===== src/rtl/gpio_mixport_pkg.sv =====
package gpio_mixport_pkg;

    localparam int ADDR_W = 2;
    localparam int DATA_W = 8;

    typedef enum logic [ADDR_W-1:0] {
        REG_PORT  = 2'd0,
        REG_LATCH = 2'd1,
        REG_DIR   = 2'd2,
        REG_SPARE = 2'd3
    } reg_sel_e;

    typedef struct packed {
        logic              we;
        reg_sel_e          sel;
        logic [DATA_W-1:0] wdata;
    } bus_req_t;

    typedef struct packed {
        logic wr_latch;
        logic wr_dir;
    } wr_strobe_t;

    localparam logic [DATA_W-1:0] DIR_RESET = '1;

    // Port and latch addresses both land in the output latch.
    function automatic wr_strobe_t decode_write(input bus_req_t r);
        wr_strobe_t s;
        s = '0;
        if (r.we) begin
            s.wr_latch = (r.sel == REG_PORT) || (r.sel == REG_LATCH);
            s.wr_dir   = (r.sel == REG_DIR);
        end
        return s;
    endfunction

endpackage


===== src/rtl/gpio_mixport_sync.sv =====
module gpio_mixport_sync #(
    parameter int   WIDTH   = 4,
    parameter int   STAGES  = 2,
    parameter logic RST_VAL = 1'b1
) (
    input  logic             clk,
    input  logic             rst,
    input  logic [WIDTH-1:0] d,
    output logic [WIDTH-1:0] q
);

    for (genvar i = 0; i < WIDTH; i++) begin : g_bit
        logic [STAGES-1:0] chain;
        if (STAGES == 1) begin : g_single
            always_ff @(posedge clk) begin
                if (rst) chain <= RST_VAL;
                else     chain <= d[i];
            end
        end else begin : g_multi
            always_ff @(posedge clk) begin
                if (rst) chain <= {STAGES{RST_VAL}};
                else     chain <= {chain[STAGES-2:0], d[i]};
            end
        end
        assign q[i] = chain[STAGES-1];
    end

endmodule


===== src/rtl/gpio_mixport_regs.sv =====
module gpio_mixport_regs
    import gpio_mixport_pkg::*;
#(
    parameter int NUM_BIDIR = 3
) (
    input  logic                 clk,
    input  logic                 rst,
    input  bus_req_t             req,
    output logic [DATA_W-1:0]    dir_q,
    output logic [NUM_BIDIR-1:0] lat_q
);

    wr_strobe_t strobe;

    always_comb strobe = decode_write(req);

    always_ff @(posedge clk) begin
        if (rst) begin
            dir_q <= DIR_RESET;
        end else if (strobe.wr_dir) begin
            dir_q <= req.wdata;
        end
    end

    always_ff @(posedge clk) begin
        if (rst) begin
            lat_q <= '0;
        end else if (strobe.wr_latch) begin
            lat_q <= req.wdata[NUM_BIDIR-1:0];
        end
    end

endmodule


===== src/rtl/gpio_mixport_rdmux.sv =====
module gpio_mixport_rdmux
    import gpio_mixport_pkg::*;
#(
    parameter int NUM_BIDIR = 3
) (
    input  reg_sel_e             sel,
    input  logic [DATA_W-1:0]    dir_q,
    input  logic [NUM_BIDIR-1:0] lat_q,
    input  logic [NUM_BIDIR:0]   pins_sync,
    input  logic [NUM_BIDIR-1:0] ana_sel,
    input  logic                 cfg_rst_en,
    output logic [DATA_W-1:0]    rdata
);

    logic [DATA_W-1:0] port_v;
    logic [DATA_W-1:0] lat_v;

    always_comb begin
        port_v = '0;
        // Analog pins read as zero; the pad level is hidden.
        port_v[NUM_BIDIR-1:0] = pins_sync[NUM_BIDIR-1:0] & ~ana_sel;
        // Input-only pin is hidden while it serves as the reset input.
        port_v[NUM_BIDIR] = cfg_rst_en ? 1'b0 : pins_sync[NUM_BIDIR];

        lat_v = '0;
        lat_v[NUM_BIDIR-1:0] = lat_q;

        case (sel)
            REG_PORT:  rdata = port_v;
            REG_LATCH: rdata = lat_v;
            REG_DIR:   rdata = dir_q;
            default:   rdata = '0;
        endcase
    end

endmodule


===== src/rtl/gpio_mixport_pad.sv =====
module gpio_mixport_pad #(
    parameter int NUM_BIDIR = 3
) (
    input  logic [NUM_BIDIR-1:0] dir_bits,
    input  logic [NUM_BIDIR-1:0] lat_q,
    output logic [NUM_BIDIR-1:0] oe,
    output logic [NUM_BIDIR-1:0] dout
);

    typedef struct packed {
        logic en;
        logic val;
    } pin_drive_t;

    for (genvar i = 0; i < NUM_BIDIR; i++) begin : g_pin
        pin_drive_t drv;
        // Direction alone decides the driver; analog mode does not override it.
        assign drv.en  = ~dir_bits[i];
        assign drv.val = lat_q[i];
        assign oe[i]   = drv.en;
        assign dout[i] = drv.val;
    end

endmodule


===== src/rtl/gpio_mixport.sv =====
module gpio_mixport
    import gpio_mixport_pkg::*;
#(
    parameter int NUM_BIDIR   = 3,
    parameter int SYNC_STAGES = 2,
    localparam int NUM_PINS   = NUM_BIDIR + 1
) (
    input  logic                 clk,
    input  logic                 rst,
    input  logic                 cfg_rst_en,
    input  logic [ADDR_W-1:0]    bus_addr,
    input  logic                 bus_we,
    input  logic [DATA_W-1:0]    bus_wdata,
    output logic [DATA_W-1:0]    bus_rdata,
    input  logic [NUM_PINS-1:0]  pin_in,
    input  logic [NUM_BIDIR-1:0] ana_sel,
    output logic [NUM_BIDIR-1:0] pin_oe,
    output logic [NUM_BIDIR-1:0] pin_out,
    output logic                 ext_rst_req
);

    bus_req_t             req;
    logic [DATA_W-1:0]    dir_q;
    logic [NUM_BIDIR-1:0] lat_q;
    logic [NUM_PINS-1:0]  pins_sync;

    always_comb begin
        req.we    = bus_we;
        req.sel   = reg_sel_e'(bus_addr);
        req.wdata = bus_wdata;
    end

    gpio_mixport_sync #(
        .WIDTH   (NUM_PINS),
        .STAGES  (SYNC_STAGES),
        .RST_VAL (1'b1)
    ) u_sync (
        .clk (clk),
        .rst (rst),
        .d   (pin_in),
        .q   (pins_sync)
    );

    gpio_mixport_regs #(
        .NUM_BIDIR (NUM_BIDIR)
    ) u_regs (
        .clk   (clk),
        .rst   (rst),
        .req   (req),
        .dir_q (dir_q),
        .lat_q (lat_q)
    );

    gpio_mixport_rdmux #(
        .NUM_BIDIR (NUM_BIDIR)
    ) u_rdmux (
        .sel        (req.sel),
        .dir_q      (dir_q),
        .lat_q      (lat_q),
        .pins_sync  (pins_sync),
        .ana_sel    (ana_sel),
        .cfg_rst_en (cfg_rst_en),
        .rdata      (bus_rdata)
    );

    gpio_mixport_pad #(
        .NUM_BIDIR (NUM_BIDIR)
    ) u_pad (
        .dir_bits (dir_q[NUM_BIDIR-1:0]),
        .lat_q    (lat_q),
        .oe       (pin_oe),
        .dout     (pin_out)
    );

    // Active-low pin level requests a reset only in reset duty.
    assign ext_rst_req = cfg_rst_en & ~pins_sync[NUM_BIDIR];

endmodule


===== config.mk =====
export PLATFORM = sky130hd
export DESIGN_NAME = gpio_mixport
export DESIGN_NICKNAME = d
export VERILOG_FILES = /design/src/rtl/gpio_mixport_pkg.sv /design/src/rtl/gpio_mixport_sync.sv /design/src/rtl/gpio_mixport_regs.sv /design/src/rtl/gpio_mixport_rdmux.sv /design/src/rtl/gpio_mixport_pad.sv /design/src/rtl/gpio_mixport.sv
export SDC_FILE = /design/constraint.sdc
export NUM_CORES = 1
export LEC_CHECK = 0
export BUFFER_PORTS_ARGS = -buffer_cell sky130_fd_sc_hd__buf_2
export CORE_UTILIZATION = 48
export DETAILED_ROUTE_END_ITERATION = 7
export PLACE_DENSITY_LB_ADDON = 0.12
export SLEW_MARGIN = 10
export SYNTH_ARGS = -nofsm -noshare
export SYNTH_HDL_FRONTEND = slang
export SYNTH_SLANG_ARGS = --single-unit

===== constraint.sdc =====
create_clock -name clk -period 1.49 [get_ports clk]
set_input_delay 0.0745 -clock clk [delete_from_list [all_inputs] [get_ports clk]]
set_output_delay 0.0745 -clock clk [all_outputs]
set_load 0.005 [all_outputs]

Word-level counts from Yosys, hierarchy flattened
Index checks and enable logic that the tools add are counted.
Widths: inputs -> output; s select.
{"block": "word_totals", "regBits": 19, "output_inout_bits": 15}
{"block": "op_classes", "eq_ne": 2, "n_mux": 3, "bitwise": 7, "n_reduce_logical": 2}
{"op": "$pmux 8 s3", "n": 1}
{"op": "$not 1->1", "n": 4}
{"op": "$and 3x3->3", "n": 1}
{"op": "$not 3->3", "n": 1}
{"op": "$eq 2x1->1 const B", "n": 1}
{"op": "$eq 2x2->1 const B", "n": 1}
{"op": "$logic_not 2->1", "n": 1}
{"op": "$mux 2", "n": 1}
{"op": "$and 1x1->1", "n": 1}
{"op": "$logic_or 1x1->1", "n": 1}
{"op": "$mux 1", "n": 1}

Longest topological paths before layout
Gate-level depths: netlist of the first run.
{"block": "depth", "ltp_word": 3, "depth_mapped": 5, "ltp_nobuf": 3}

Modules after synthesis
From an unflattened synthesis of the first run, not the netlist that was laid out.
{"block": "hier_totals", "cells_unflattened": 94, "area_unflattened_um2": 879.6}
{"module": "gpio_mixport_regs", "n_inst": 1, "cells_each": 46, "area_per_inst_um2": 432.9}
{"module": "gpio_mixport_sync", "n_inst": 1, "cells_each": 20, "area_per_inst_um2": 240.2}
{"module": "gpio_mixport_rdmux", "n_inst": 1, "cells_each": 21, "area_per_inst_um2": 158.9}
{"module": "gpio_mixport_pad", "n_inst": 1, "cells_each": 6, "area_per_inst_um2": 33.8}
{"module": "gpio_mixport", "n_inst": 1, "cells_each": 1, "area_per_inst_um2": 13.8}

Least setup slack after synthesis of the first run
No wires, ideal clock.
{"block": "synth_path", "kind": "input-to-reg", "from": "in bus_addr[0]", "to": "reg u_regs.dir_q[1]", "arrival_ns": 0.671, "t_required_ns": 1.372, "slack_ns": 0.701, "path_stages": 5, "path_buffers": 2, "path_cell_list": "buf_6 and3b_1 buf_6 a21oi_2 o21ai_1"}
{"block": "synth_via", "elab_chain_cells": 2}
{"element": "start: declaration", "line_no": "gpio_mixport.sv:11", "rtl": "input logic [ADDR_W-1:0] bus_addr,"}
{"element": "$eq 2x2->1", "line_no": "gpio_mixport_pkg.sv:32", "rtl": "s.wr_dir = (r.sel == REG_DIR);"}
{"element": "$mux 2", "line_no": "gpio_mixport_pkg.sv:30", "rtl": "if (r.we) begin"}
{"element": "end signal: assignment", "line_no": "gpio_mixport_regs.sv:21", "rtl": "dir_q <= req.wdata;"}
{"element": "end: declaration", "line_no": "gpio_mixport_regs.sv:9", "rtl": "output logic [DATA_W-1:0] dir_q,"}
Every way passes these cells.
A chain may end at the register's enable or synchronous reset.

Final worst setup path of the first run
{"block": "layout_path", "from": "reg u_sync.g_bit[1].chain[1]", "to": "out bus_rdata[1]"}
{"block": "layout_via", "elab_chain_cells": 2}
{"element": "start: declaration", "line_no": "gpio_mixport_sync.sv:13", "rtl": "logic [STAGES-1:0] chain;"}
{"element": "start signal: assignment", "line_no": "gpio_mixport_sync.sv:21", "rtl": "if (rst) chain <= {STAGES{RST_VAL}};"}
{"element": "start signal: assignment", "line_no": "gpio_mixport_sync.sv:22", "rtl": "else chain <= {chain[STAGES-2:0], d[i]};"}
{"element": "$and 3x3->3", "line_no": "gpio_mixport_rdmux.sv:21", "rtl": "port_v[NUM_BIDIR-1:0] = pins_sync[NUM_BIDIR-1:0] & ~ana_sel;"}
{"element": "$pmux 8 s3", "line_no": "gpio_mixport_rdmux.sv:28", "rtl": "case (sel)"}
{"element": "end: declaration", "line_no": "gpio_mixport.sv:14", "rtl": "output logic [DATA_W-1:0] bus_rdata,"}
Every way passes these cells.

==> summary.md, run 1 <==
| Metric | Value |
|---|---|
| Outcome | `complete, no violations` |
| Crit path time final | `1.18 ns` |
| WHS | `0.0281 ns` |
| Critical-path cell list | `nor3b_1 -> a21oi_1 -> o21ai_0 -> buf_2` |
| Worst-margin pin slew | `0.540 ns` |
| Pins Over Slew Limit | `0` |
| Total clock sinks | `19` |
| Peak Freq | `0.844 GHz` |
| Hold path cells | `3` |
| Critical Path Sink Type | `output pin` |
| Commonest non-fill, non-tap cell in the layout | `buf_2` |
| Avg WL per Cell | `10.6 µm` |
| Core Box Area | `0.00152 mm²` |
| P&R area growth vs syn | `34.3%` |
| Critical path class | `reg2out` |
| Post-synth cell types | `21` |
| CP Max Fanout | `1` |
| Layout cells sized above 1 | `41.9%` |
| Pwr Total | `943 µW` |
| Reg2Reg Depth | `1` |
| # rows | `14` |
| Largest family of logic cells by synthesized area | `simple AND/OR/NAND/NOR gates` |
| Resized cells post-CTS | `0` |
| Compound-gate portion of the synthesized area | `15.1%` |
| Worst Hold End | `u_regs.dir_q[1]` |
| Area occupied by multi-input gates | `355 µm²` |
| Adder-cell area share of the yosys netlist | `0%` |
| Drt drc | `0` |
| RSZ-0062 raised after global routing | `false` |
| Clk slew on worst S/H paths | `0.10 ns` |
| All-Layer GR Usage | `19.2%` |
| HPWL Detailed | `1.07 mm` |
| Via count | `694` |
| Reg2reg end | `u_sync.g_bit[1].chain[1]` |
| Final period util | `79.5%` |
| Initial antenna violation count | `0` |
| Number of port buffers | `35` |
| Gp weighted congestion | `0.717` |
| Post-Synth Simple-Gate Area | `26.2%` |
| # setup viols final | `0` |
| Die span in x | `42.5 µm` |
| Worst EP arrival | `1.11 ns` |
| Vias per inst | `4.79` |
| DRT antenna net count | `0` |
| Sequential share of the synthesized area | `48.3%` |
| Largest net degree at the start of global routing | `20` |
| H-tree levels | `1` |
| Dpl cells | `132` |
| Cts bufs inserted | `3` |
| Initial Util | `51.7%` |
| Hold/Removal Path Class | `in2reg` |
| Clock skew | `0.000154 ns` |
| NumNets Final | `151` |
| Worst-skew pair later-pin latency | `0.28 ns` |
| Layout filler cell count | `141` |
| WP buf/inv | `1` |
| Post-Layout Cell Count | `145` |
| Cell Area, Synth | `788 µm²` |
| Slew margin rel. | `64.0%` |
| Die area | `0.00181 mm²` |
| Root Driver | `clkbuf_4` |
| Post-synthesis mux area share | `3.81%` |
| VDD IR max | `0.629 mV` |
| Syn_nets | `107` |
| Leak Pwr | `0.542 nW` |
| Avg Inst Size Synth | `9.17 µm²` |
| Routed WL | `1.54 mm` |
| CTS tree | `yes` |
| Most frequent cells in the layout | `buf_2, dfxtp_1, nand2_1` |
| Synth Register Bits | `19` |
| Critical path launch point type | `flop` |
| Syn Inst Count | `86` |
| Delay-heaviest family, CP | `flip-flops` |
| TritonRoute pass-1 iters | `2` |
| Initial drt markers | `5` |
| Max Buffers Root-to-Sink | `2` |
| Min-delay src | `bus_wdata[1]` |
| GR Overflow Total | `0` |
| IO Pins | `36` |
| Final hold vios | `0` |
| Flop2flop setup slack | `0.82 ns` |
| Power per cell area | `891 mW/mm²` |
| Slowest library cell on the worst path | `dfxtp_1` |
| Max-Cap Viols | `0` |
| Setup TNS | `0 ns` |
| Register area | `380 µm²` |
| Chip height | `42.5 µm` |
| Post-synthesis xor/xnor area fraction | `0%` |
| FF-to-FF Start | `u_sync.g_bit[1].chain[0]` |
| Required time worst endpoint | `1.42 ns` |
| Antenna fix cells | `0` |
| First-pass GRT wire length | `2.66 mm` |
| Slowest stage delay, CP | `0.32 ns` |
| Vias in the first global route | `646` |
| YS warnings | `0` |
[synthesized netlist by cell type]
cell,n,area [µm²]
dfxtp_1,19,380
nand2_1,12,45.0
or2_2,8,50.1
a21oi_2,7,61.3
nor2_1,5,18.8
a21oi_1,4,20.0
and2_1,4,25.0
o21ai_0,4,20.0
inv_1,3,11.3
mux2i_1,3,30.0
nor3b_1,3,22.5
buf_4,2,15.0
buf_6,2,22.5
nand3b_1,2,15.0
o21ai_1,2,10.0
a22oi_1,1,7.51
and2b_2,1,8.76
and3b_1,1,8.76
clkbuf_1,1,3.75
nand2b_1,1,6.26
nor2b_1,1,6.26
[layout make-up]
| class | instances | area share [%] |
|---|---|---|
| flip-flops and latches | 19 | 35.9 |
| multi-input cells | 59 | 33.6 |
| repair buffers | 44 | 25.1 |
| clock buffers | 4 | 2.48 |
| well taps | 16 | 1.89 |
| inverters | 3 | 1.06 |
[worst max-delay path by stage]
stage / start / to / slack (ns) / depth (start not counted)
finish: u_sync.g_bit[1].chain[1] / bus_rdata[1] / 0.31 / 4
global route: u_sync.g_bit[2].chain[1] / bus_rdata[2] / 0.13 / 4
CTS: u_sync.g_bit[2].chain[1] / bus_rdata[2] / 0.29 / 4
detailed placement: bus_addr[0] / u_regs.dir_q[0] / 0.38 / 3
global placement: bus_addr[0] / u_regs.dir_q[0] / 0.44 / 4
floorplan: bus_addr[0] / u_regs.dir_q[1] / 0.70 / 5
[report_power, final]
| group | leakage [nW] | total, mW | internal [mW] | switching, mW |
|---|---|---|---|---|
| clock | 0.0150 | 0.245 | 0.104 | 0.141 |
| sequential | 0.157 | 0.542 | 0.533 | 0.00959 |
| combinational | 0.370 | 0.155 | 0.0860 | 0.0695 |
| total | 0.542 | 0.943 | 0.723 | 0.221 |
[sequential cells by signal (all words and copies together) (netlist names)]
signal,count
u_regs.lat_q,3
u_sync.g_bit.chain,8
u_regs.dir_q,8
[routing by layer]
layer	track usage (%)	share of wire, %	vias to the layer above
met5	0	0	-
met4	7.50	0.85	0
met3	3.88	4.4	2
met2	31.1	48	24
met1	24.9	46	300
li1	-	-	368
[cell families after synthesis]
group,count (synthesis)
buf+inv,8
compound gates,18
flops,19
simple gates,38
mux,3
[stage by stage]
stage	worst slack [ns]	area [µm²]	utilization (%)
after global placement	0.445	942	61.8
after CTS	0.287	1060	69.5
after detailed placement	0.380	942	61.8
after floorplan	0.701	788	-
after global routing	0.132	1060	69.5
final	0.305	1060	69.5
[tightest hold or removal path, stage by stage]
cell	delay, ns
buf_2	0.10
a21oi_2	0.05
o21ai_1	0.06
[timing repair]
action | 4_1_cts | 5_1_grt
hold buffers | 9 | 0
endpoints found under the hold margin | 9 | 0
setup buffers | 0 | 0
Power figures use the tool's default switching activity.
==> run 2, diff against run 1 <==
--- a/config.mk
+++ b/config.mk
@@ -5,8 +5,9 @@
 export SDC_FILE = /design/constraint.sdc
 export NUM_CORES = 1
 export LEC_CHECK = 0
+export ABC_AREA = 1
 export BUFFER_PORTS_ARGS = -buffer_cell sky130_fd_sc_hd__buf_2
-export CORE_UTILIZATION = 48
+export CORE_UTILIZATION = 44
 export DETAILED_ROUTE_END_ITERATION = 7
 export PLACE_DENSITY_LB_ADDON = 0.12
 export SLEW_MARGIN = 10
==> constraint.sdc (replaced) <==
create_clock -name clk -period 1.1 [get_ports clk]
set_input_delay 0.055 -clock clk [delete_from_list [all_inputs] [get_ports clk]]
set_output_delay 0.055 -clock clk [all_outputs]
set_load 0.005 [all_outputs]
==> run 2 against run 1 <==
Net effect: flip-flop and latch count did not move; register-to-register slack worse by 0.38 ns; combinational power increased by 35%; clock power grew 38%; largest cell class unchanged; wire length is 15% higher; die area rose by 9.3%; synthesized cell count increased by 23%; first-iteration DRC count rose to 3.2 times the previous value; sequential share of layout area increased by 0.13 points; sequential power rose by 37%; non-clock buffer count is 5 lower; area after synthesis grew 0.63%.
==> summary.md, run 2 <==
| Metric | Value |
|---|---|
| Cts bufs inserted | `3 (unchanged)` |
| Delay-heaviest family, CP | `flip-flops` |
| Number of flops mapped to enable cells by yosys | `0 (unchanged)` |
| Number of port buffers | `35 (unchanged)` |
| Min setup slack post-route | `0.0702 ns (-0.235 ns)` |
| Place WS | `0.148 ns (-0.231 ns)` |
| Cell taking the most area after synthesis | `dfxtp_1` |
| IO Pins | `36 (unchanged)` |
| First-pass GRT wire length | `2.75 mm (+3.4%)` |
| Required time worst endpoint | `1.04 ns (-0.38 ns)` |
| Pwr Total | `1.29 mW (+37%)` |
| Power per cell area | `1220 mW/mm² (+37%)` |
| Pins Over Slew Limit | `0 (unchanged)` |
| Worst-skew pair later-pin latency | `0.28 ns (about the same)` |
| Crit path time final | `1.03 ns` |
| Critical-path cell list | `nand3_1 -> nand3_1 -> buf_2` |
| Chip height | `44.5 µm (+4.6%)` |
| NumNets Final | `168 (+11%)` |
| P&R area growth vs syn | `33.0%` |
| Leak Pwr | `0.610 nW (+13%)` |
| Max-Cap Viols | `0 (unchanged)` |
| RSZ-0062 raised after global routing | `false` |
| Max Buffers Root-to-Sink | `2 (unchanged)` |
| Dpl cells | `162 (+23%)` |
| Sequential share of the synthesized area | `47.9% (-0.30 points)` |
| Slowest stage delay, CP | `0.38 ns (+0.06 ns)` |
| Slew margin rel. | `79.1% (+15 points)` |
| Post-Route Utilization | `66.2% (-3.3 points)` |
| Via count | `800 (+15%)` |
| Total clock sinks | `19 (unchanged)` |
| CTS tree | `yes` |
| Die span in x | `44.5 µm (+4.6%)` |
| WP buf/inv | `1 (unchanged)` |
| Syn Inst Count | `106 (+23%)` |
| Initial Util | `49.8% (-2.0 points)` |
| Hold/Removal Path Class | `in2reg` |
| Final hold vios | `0 (unchanged)` |
| # rows | `14 (unchanged)` |
| Synth Register Bits | `19 (unchanged)` |
| Top-area cell type share of the netlist area | `47.9% (-0.30 points)` |
| Final period util | `93.6%` |
| Synth Flop Type | `dfxtp_1` |
| Post-Layout Cell Count | `170 (+17%)` |
| Avg WL per Cell | `10.3 µm (-2.3%)` |
| # setup viols final | `0 (unchanged)` |
| Critical Path Sink Type | `output pin` |
| Commonest cells in the synthesized netlist | `dfxtp_1, nand3_1, nand2_1` |
| All-Layer GR Usage | `19.1% (-0.14 points)` |
| Cell mode on critical path | `nand3_1` |
| Critical path launch point type | `flop` |
| GR Overflow Total | `0 (unchanged)` |
| Largest regs | `u_regs.dir_q x8, u_sync.g_bit.chain x8, u_regs.lat_q x3` |
| Largest net degree at the start of global routing | `14 (-30%)` |
| VDD IR max | `0.943 mV (+50%)` |
| Initial drt markers | `16 (+11)` |
| Layout cells sized above 1 | `34.2% (-7.6 points)` |
| Antenna fix cells | `0 (unchanged)` |
| Root Driver | `clkbuf_4` |
| Commonest non-fill, non-tap cell in the layout | `buf_2` |
| Peak Freq | `0.971 GHz` |
| Clk slew on worst S/H paths | `0.10 ns (about the same)` |
| Vias per inst | `4.71 (-1.7%)` |
| Drt drc | `0 (unchanged)` |
| DRT antenna net count | `0 (unchanged)` |
| Asr flop ratio synth | `0% (unchanged)` |
| Avg Inst Size Synth | `7.48 µm² (-18%)` |
| Clock skew | `0.000111 ns (-0.0000425 ns)` |
| Top post-synthesis cells by area | `dfxtp_1, nand3_1, nand2_1, inv_1, nand4_1` |
| Core Box Area | `0.00159 mm² (+4.6%)` |
| Initial antenna violation count | `0 (unchanged)` |
| Vias in the first global route | `661 (+2.3%)` |
| CP Max Fanout | `3 (+2)` |
| Syn_nets | `127 (+19%)` |
| Critical path class | `reg2out` |
| Post-CTS setup buffer count | `0 (unchanged)` |
| Post-synth cell types | `12 (-43%)` |
| Routed WL | `1.76 mm (+15%)` |
| Gp weighted congestion | `0.836 (+17%)` |
| Die area | `0.00198 mm² (+9.3%)` |
| H-tree levels | `1 (unchanged)` |
| YS warnings | `0 (unchanged)` |
| Cell Area, Synth | `793 µm² (+0.63%)` |
| Setup TNS | `0 ns (unchanged)` |
| Worst EP arrival | `0.97 ns (-0.14 ns)` |
| Slowest library cell on the worst path | `dfxtp_1` |
| Most frequent cell after synthesis | `dfxtp_1` |
| Worst-margin pin slew | `0.312 ns (-0.228 ns)` |
| Outcome | `complete, no violations` |
| HPWL Detailed | `1.28 mm (+20%)` |
| TritonRoute pass-1 iters | `4 (+2)` |
| Most frequent cells in the layout | `buf_2, dfxtp_1, nand3_1` |
run 2: cell count changes after synthesis, moves of 7 or more:
| cell | change |
|---|---|
| a21oi_2 | -7 |
| nand4_1 | +8 |
| inv_1 | +11 |
| nor2_1 | +8 |
| nand3_1 | +18 |
run 2: layout make-up:
class                           instances  area [µm²]
Clock buffer                            4        26.3
Fill cell                             162         539
Inverter                               16        60.1
Multi-Input combinational cell         68         343
Sequential cell                        19         380
Tap cell                               24        30.0
Timing Repair Buffer                   39         215
run 2: per-stage QoR:
| stage | cell area [µm²] | hold WS, ns |
|---|---|---|
| 2_1_floorplan | 793 | 0.159 |
| 3_3_place_gp | 983 | 0.236 |
| 3_5_place_dp | 983 | 0.242 |
| 4_1_cts | 1050 | 0.0206 |
| 5_1_grt | 1050 | 0.0259 |
| 6_report | 1050 | 0.0224 |
run 2: report_power, final:
group	switching [mW]	internal (mW)	total (mW)
logic	0.108	0.101	0.210
clock network	0.196	0.141	0.337
registers	0.0185	0.724	0.742
run 2: worst paths after layout:
| kind | start | to | slack [ns] | cells after the start |
|---|---|---|---|---|
| worst max-delay path | u_regs.lat_q[1] | bus_rdata[1] | 0.07 | 3 |
| worst min-delay path | bus_wdata[6] | u_regs.dir_q[6] | 0.02 | 3 |
| worst max register to register | u_sync.g_bit[3].chain[0] | u_sync.g_bit[3].chain[1] | 0.44 | 1 |
| worst min register to register | u_sync.g_bit[1].chain[0] | u_sync.g_bit[1].chain[1] | 0.41 | 1 |
run 2: layer usage:
metal  vias up  track usage, %  share of wire (%)
li1        417               -                  -
met2        33            30.9                 49
met3         4            2.45                5.2
met5         -               0                  0
met1       346            25.0                 45
met4         0            9.09                1.3
run 2: cell families after synthesis:
logic type	synth area share, %
AND/OR/NAND/NOR	42.6
flip-flops	47.9
buffers and inverters	9.46
run 2: tightest hold or removal path: cells and delay by family:
kind | cells | cell delay (ns)
and+or+nand+nor | 2 | 0.15
buffers and inverters | 1 | 0.08
run 2: what timing repair did:
item,in CTS,in global routing
resized for setup,0,1
hold buffers,4,0
hold endpoints to repair,4,0
endpoints found under the setup margin,0,2
==> run 3, diff against run 2 <==
--- a/config.mk
+++ b/config.mk
@@ -10,6 +10,7 @@
 export CORE_UTILIZATION = 44
 export DETAILED_ROUTE_END_ITERATION = 7
 export PLACE_DENSITY_LB_ADDON = 0.12
+export RECOVER_POWER = 100
 export SLEW_MARGIN = 10
 export SYNTH_ARGS = -nofsm -noshare
 export SYNTH_HDL_FRONTEND = slang
==> run 3 against run 2 <==
Net effect: critical path depth is the same; global-route usage is the same; non-clock buffer count is the same; setup slack lost 0.0011 ns; power shrank 0.58%; clock skew is essentially flat; critical endpoint unchanged; highest routed layer unchanged.
==> summary.md, run 3 (synthesized netlist as in run 2, its figures left out) <==
| Metric | Value |
|---|---|
| All-Layer GR Usage | `19.1% (unchanged)` |
| Critical path launch point type | `flop` |
| # setup viols final | `0 (unchanged)` |
| Placed standard-cell area | `983 µm² (unchanged)` |
| Cell mode on critical path | `nand3_1` |
| Sw Ratio | `24.9% (-0.13 points)` |
| Delay-heaviest family, CP | `flip-flops` |
| Required time worst endpoint | `1.04 ns (about the same)` |
| First-pass GRT wire length | `2.75 mm (unchanged)` |
| Max-Cap Viols | `0 (unchanged)` |
| Cts bufs inserted | `3 (unchanged)` |
| Commonest non-fill, non-tap cell in the layout | `buf_2` |
| CTS tree | `yes` |
| Layout cells sized above 1 | `28.8% (-5.5 points)` |
| Internal power | `962 µW (-0.41%)` |
| Post-CTS setup buffer count | `0 (unchanged)` |
| Number of port buffers | `35 (unchanged)` |
| Min-delay src | `bus_wdata[4]` |
| Initial Util | `49.8% (unchanged)` |
| Setup TNS | `0 ns (unchanged)` |
| HPWL Detailed | `1.28 mm (unchanged)` |
| Peak Freq | `0.970 GHz (-0.10%)` |
| Clk slew on worst S/H paths | `0.10 ns (about the same)` |
| GR Layer Usage met1 | `25.0% (unchanged)` |
| Worst EP arrival | `0.98 ns (about the same)` |
| Vias per inst | `4.65 (-1.2%)` |
| Slowest stage delay, CP | `0.37 ns (about the same)` |
| Critical path class | `reg2out` |
| Chip height | `44.5 µm (unchanged)` |
| VDD IR max | `0.943 mV (about the same)` |
| Routing usage on met2 | `30.9% (unchanged)` |
| TritonRoute pass-1 iters | `4 (unchanged)` |
| Dpl cells | `162 (unchanged)` |
| Psw | `319 µW (-1.1%)` |
| Worst-margin pin slew | `0.327 ns (+0.0153 ns)` |
| CP Launch Point | `u_regs.lat_q[1]` |
| Crit path time final | `1.03 ns (+0.00105 ns)` |
| Fin area | `0.00104 mm² (-1.2%)` |
| WHS | `0.0251 ns (+0.00267 ns)` |
| Critical-path cell list | `nand3_1 -> nand3_1 -> buf_2` |
| Root Driver | `clkbuf_4` |
| IO Pins | `36 (unchanged)` |
| Met3 Use GR | `2.45% (unchanged)` |
| Avg WL per Cell | `10.2 µm (-1.1%)` |
| H-tree levels | `1 (unchanged)` |
| Max Buffers Root-to-Sink | `2 (unchanged)` |
| Routed WL | `1.74 mm (-1.1%)` |
| RSZ-0062 raised after global routing | `false` |
| Power per cell area | `1230 mW/mm² (+0.61%)` |
| Die span in x | `44.5 µm (unchanged)` |
| Antenna fix cells | `0 (unchanged)` |
| Hold/Removal Path Class | `in2reg` |
| Worst-skew pair later-pin latency | `0.29 ns (about the same)` |
| Flop2flop setup slack | `0.44 ns (about the same)` |
| Outcome | `complete, no violations` |
| Final hold vios | `0 (unchanged)` |
| CP Max Fanout | `3 (unchanged)` |
| Final period util | `93.7% (+0.096 points)` |
| Gp weighted congestion | `0.836 (unchanged)` |
| Drt drc | `0 (unchanged)` |
| Seq pwr share | `57.9% (+0.3 points)` |
| Clock skew | `0.000111 ns (+0.0000000280 ns)` |
| Combinational power share | `16.0% (-0.3 points)` |
| Critical Path Sink Type | `output pin` |
| Post-Layout Cell Count | `170 (unchanged)` |
| DRT antenna net count | `0 (unchanged)` |
| Leak Pwr | `0.588 nW (-3.6%)` |
| Slew margin rel. | `78.2% (-0.97 points)` |
| # rows | `14 (unchanged)` |
| Initial antenna violation count | `0 (unchanged)` |
| Total clock sinks | `19 (unchanged)` |
| Die area | `0.00198 mm² (unchanged)` |
| GR Overflow Total | `0 (unchanged)` |
| Pins Over Slew Limit | `0 (unchanged)` |
| Core Box Area | `0.00159 mm² (unchanged)` |
| Clock network fraction of design power | `26.1% (about the same)` |
| P&R area growth vs syn | `31.4%` |
| NumNets Final | `168 (unchanged)` |
| Slowest library cell on the worst path | `dfxtp_1` |
| FF-to-FF Start | `u_sync.g_bit[3].chain[0]` |
| WP buf/inv | `1 (unchanged)` |
| Largest regs | `u_regs.dir_q x8, u_sync.g_bit.chain x8, u_regs.lat_q x3` |
| Gr busiest metal | `met2` |
| Vias in the first global route | `661 (unchanged)` |
| Most frequent cells in the layout | `buf_2, nand3_1, dfxtp_1` |
| Largest net degree at the start of global routing | `14 (unchanged)` |
| Initial drt markers | `15 (-1)` |
| Via count | `790 (-1.3%)` |
==> run 3: layout make-up <==
cell class | instances | area [µm²]
clock buffers | 4 | 26.3
fillers | 166 | 552
inverters | 16 | 60.1
flip-flops and latches | 19 | 380
well taps | 24 | 30.0
repair buffers | 39 | 208
multi-input cells | 68 | 338
==> run 3: final timing paths <==
check / endpoint / depth (start not counted)
setup / recovery: bus_rdata[1] / 3
hold / removal: u_regs.dir_q[4] / 3
setup reg to reg: u_sync.g_bit[3].chain[1] / 1
hold reg to reg: u_sync.g_bit[1].chain[1] / 1
==> run 3: power by group through the flow <==
stage	clock [mW]	combinational (mW)	sequential, mW
after detailed placement	0	0.196	0.758
final	0.335	0.204	0.742
after global routing	0.370	0.233	0.746
after CTS	0.359	0.208	0.742
after floorplan	0	0.106	0.754
after global placement	0	0.194	0.756
==> run 3: routing by layer <==
layer	vias up	wire length (µm)
li1	416	-
met1	339	777
met2	31	838
met3	4	98
met4	0	23
met5	-	0
==> run 3: through the flow <==
stage | power [mW] | setup slack (ns) | utilization (%)
4_1_cts | 1.31 | 0.0693 | 65.9
3_3_place_gp | 0.950 | 0.179 | 61.7
6_report | 1.28 | 0.0692 | 65.4
5_1_grt | 1.35 | 0.0124 | 65.4
3_5_place_dp | 0.955 | 0.148 | 61.7
2_1_floorplan | 0.860 | 0.458 | -
==> run 3: timing repair <==
item                                   in CTS  in global routing
endpoints found under the hold margin       4                  0
setup endpoints to repair                   0                  2
hold buffers                                4                  0
gates resized for setup                     0                  1
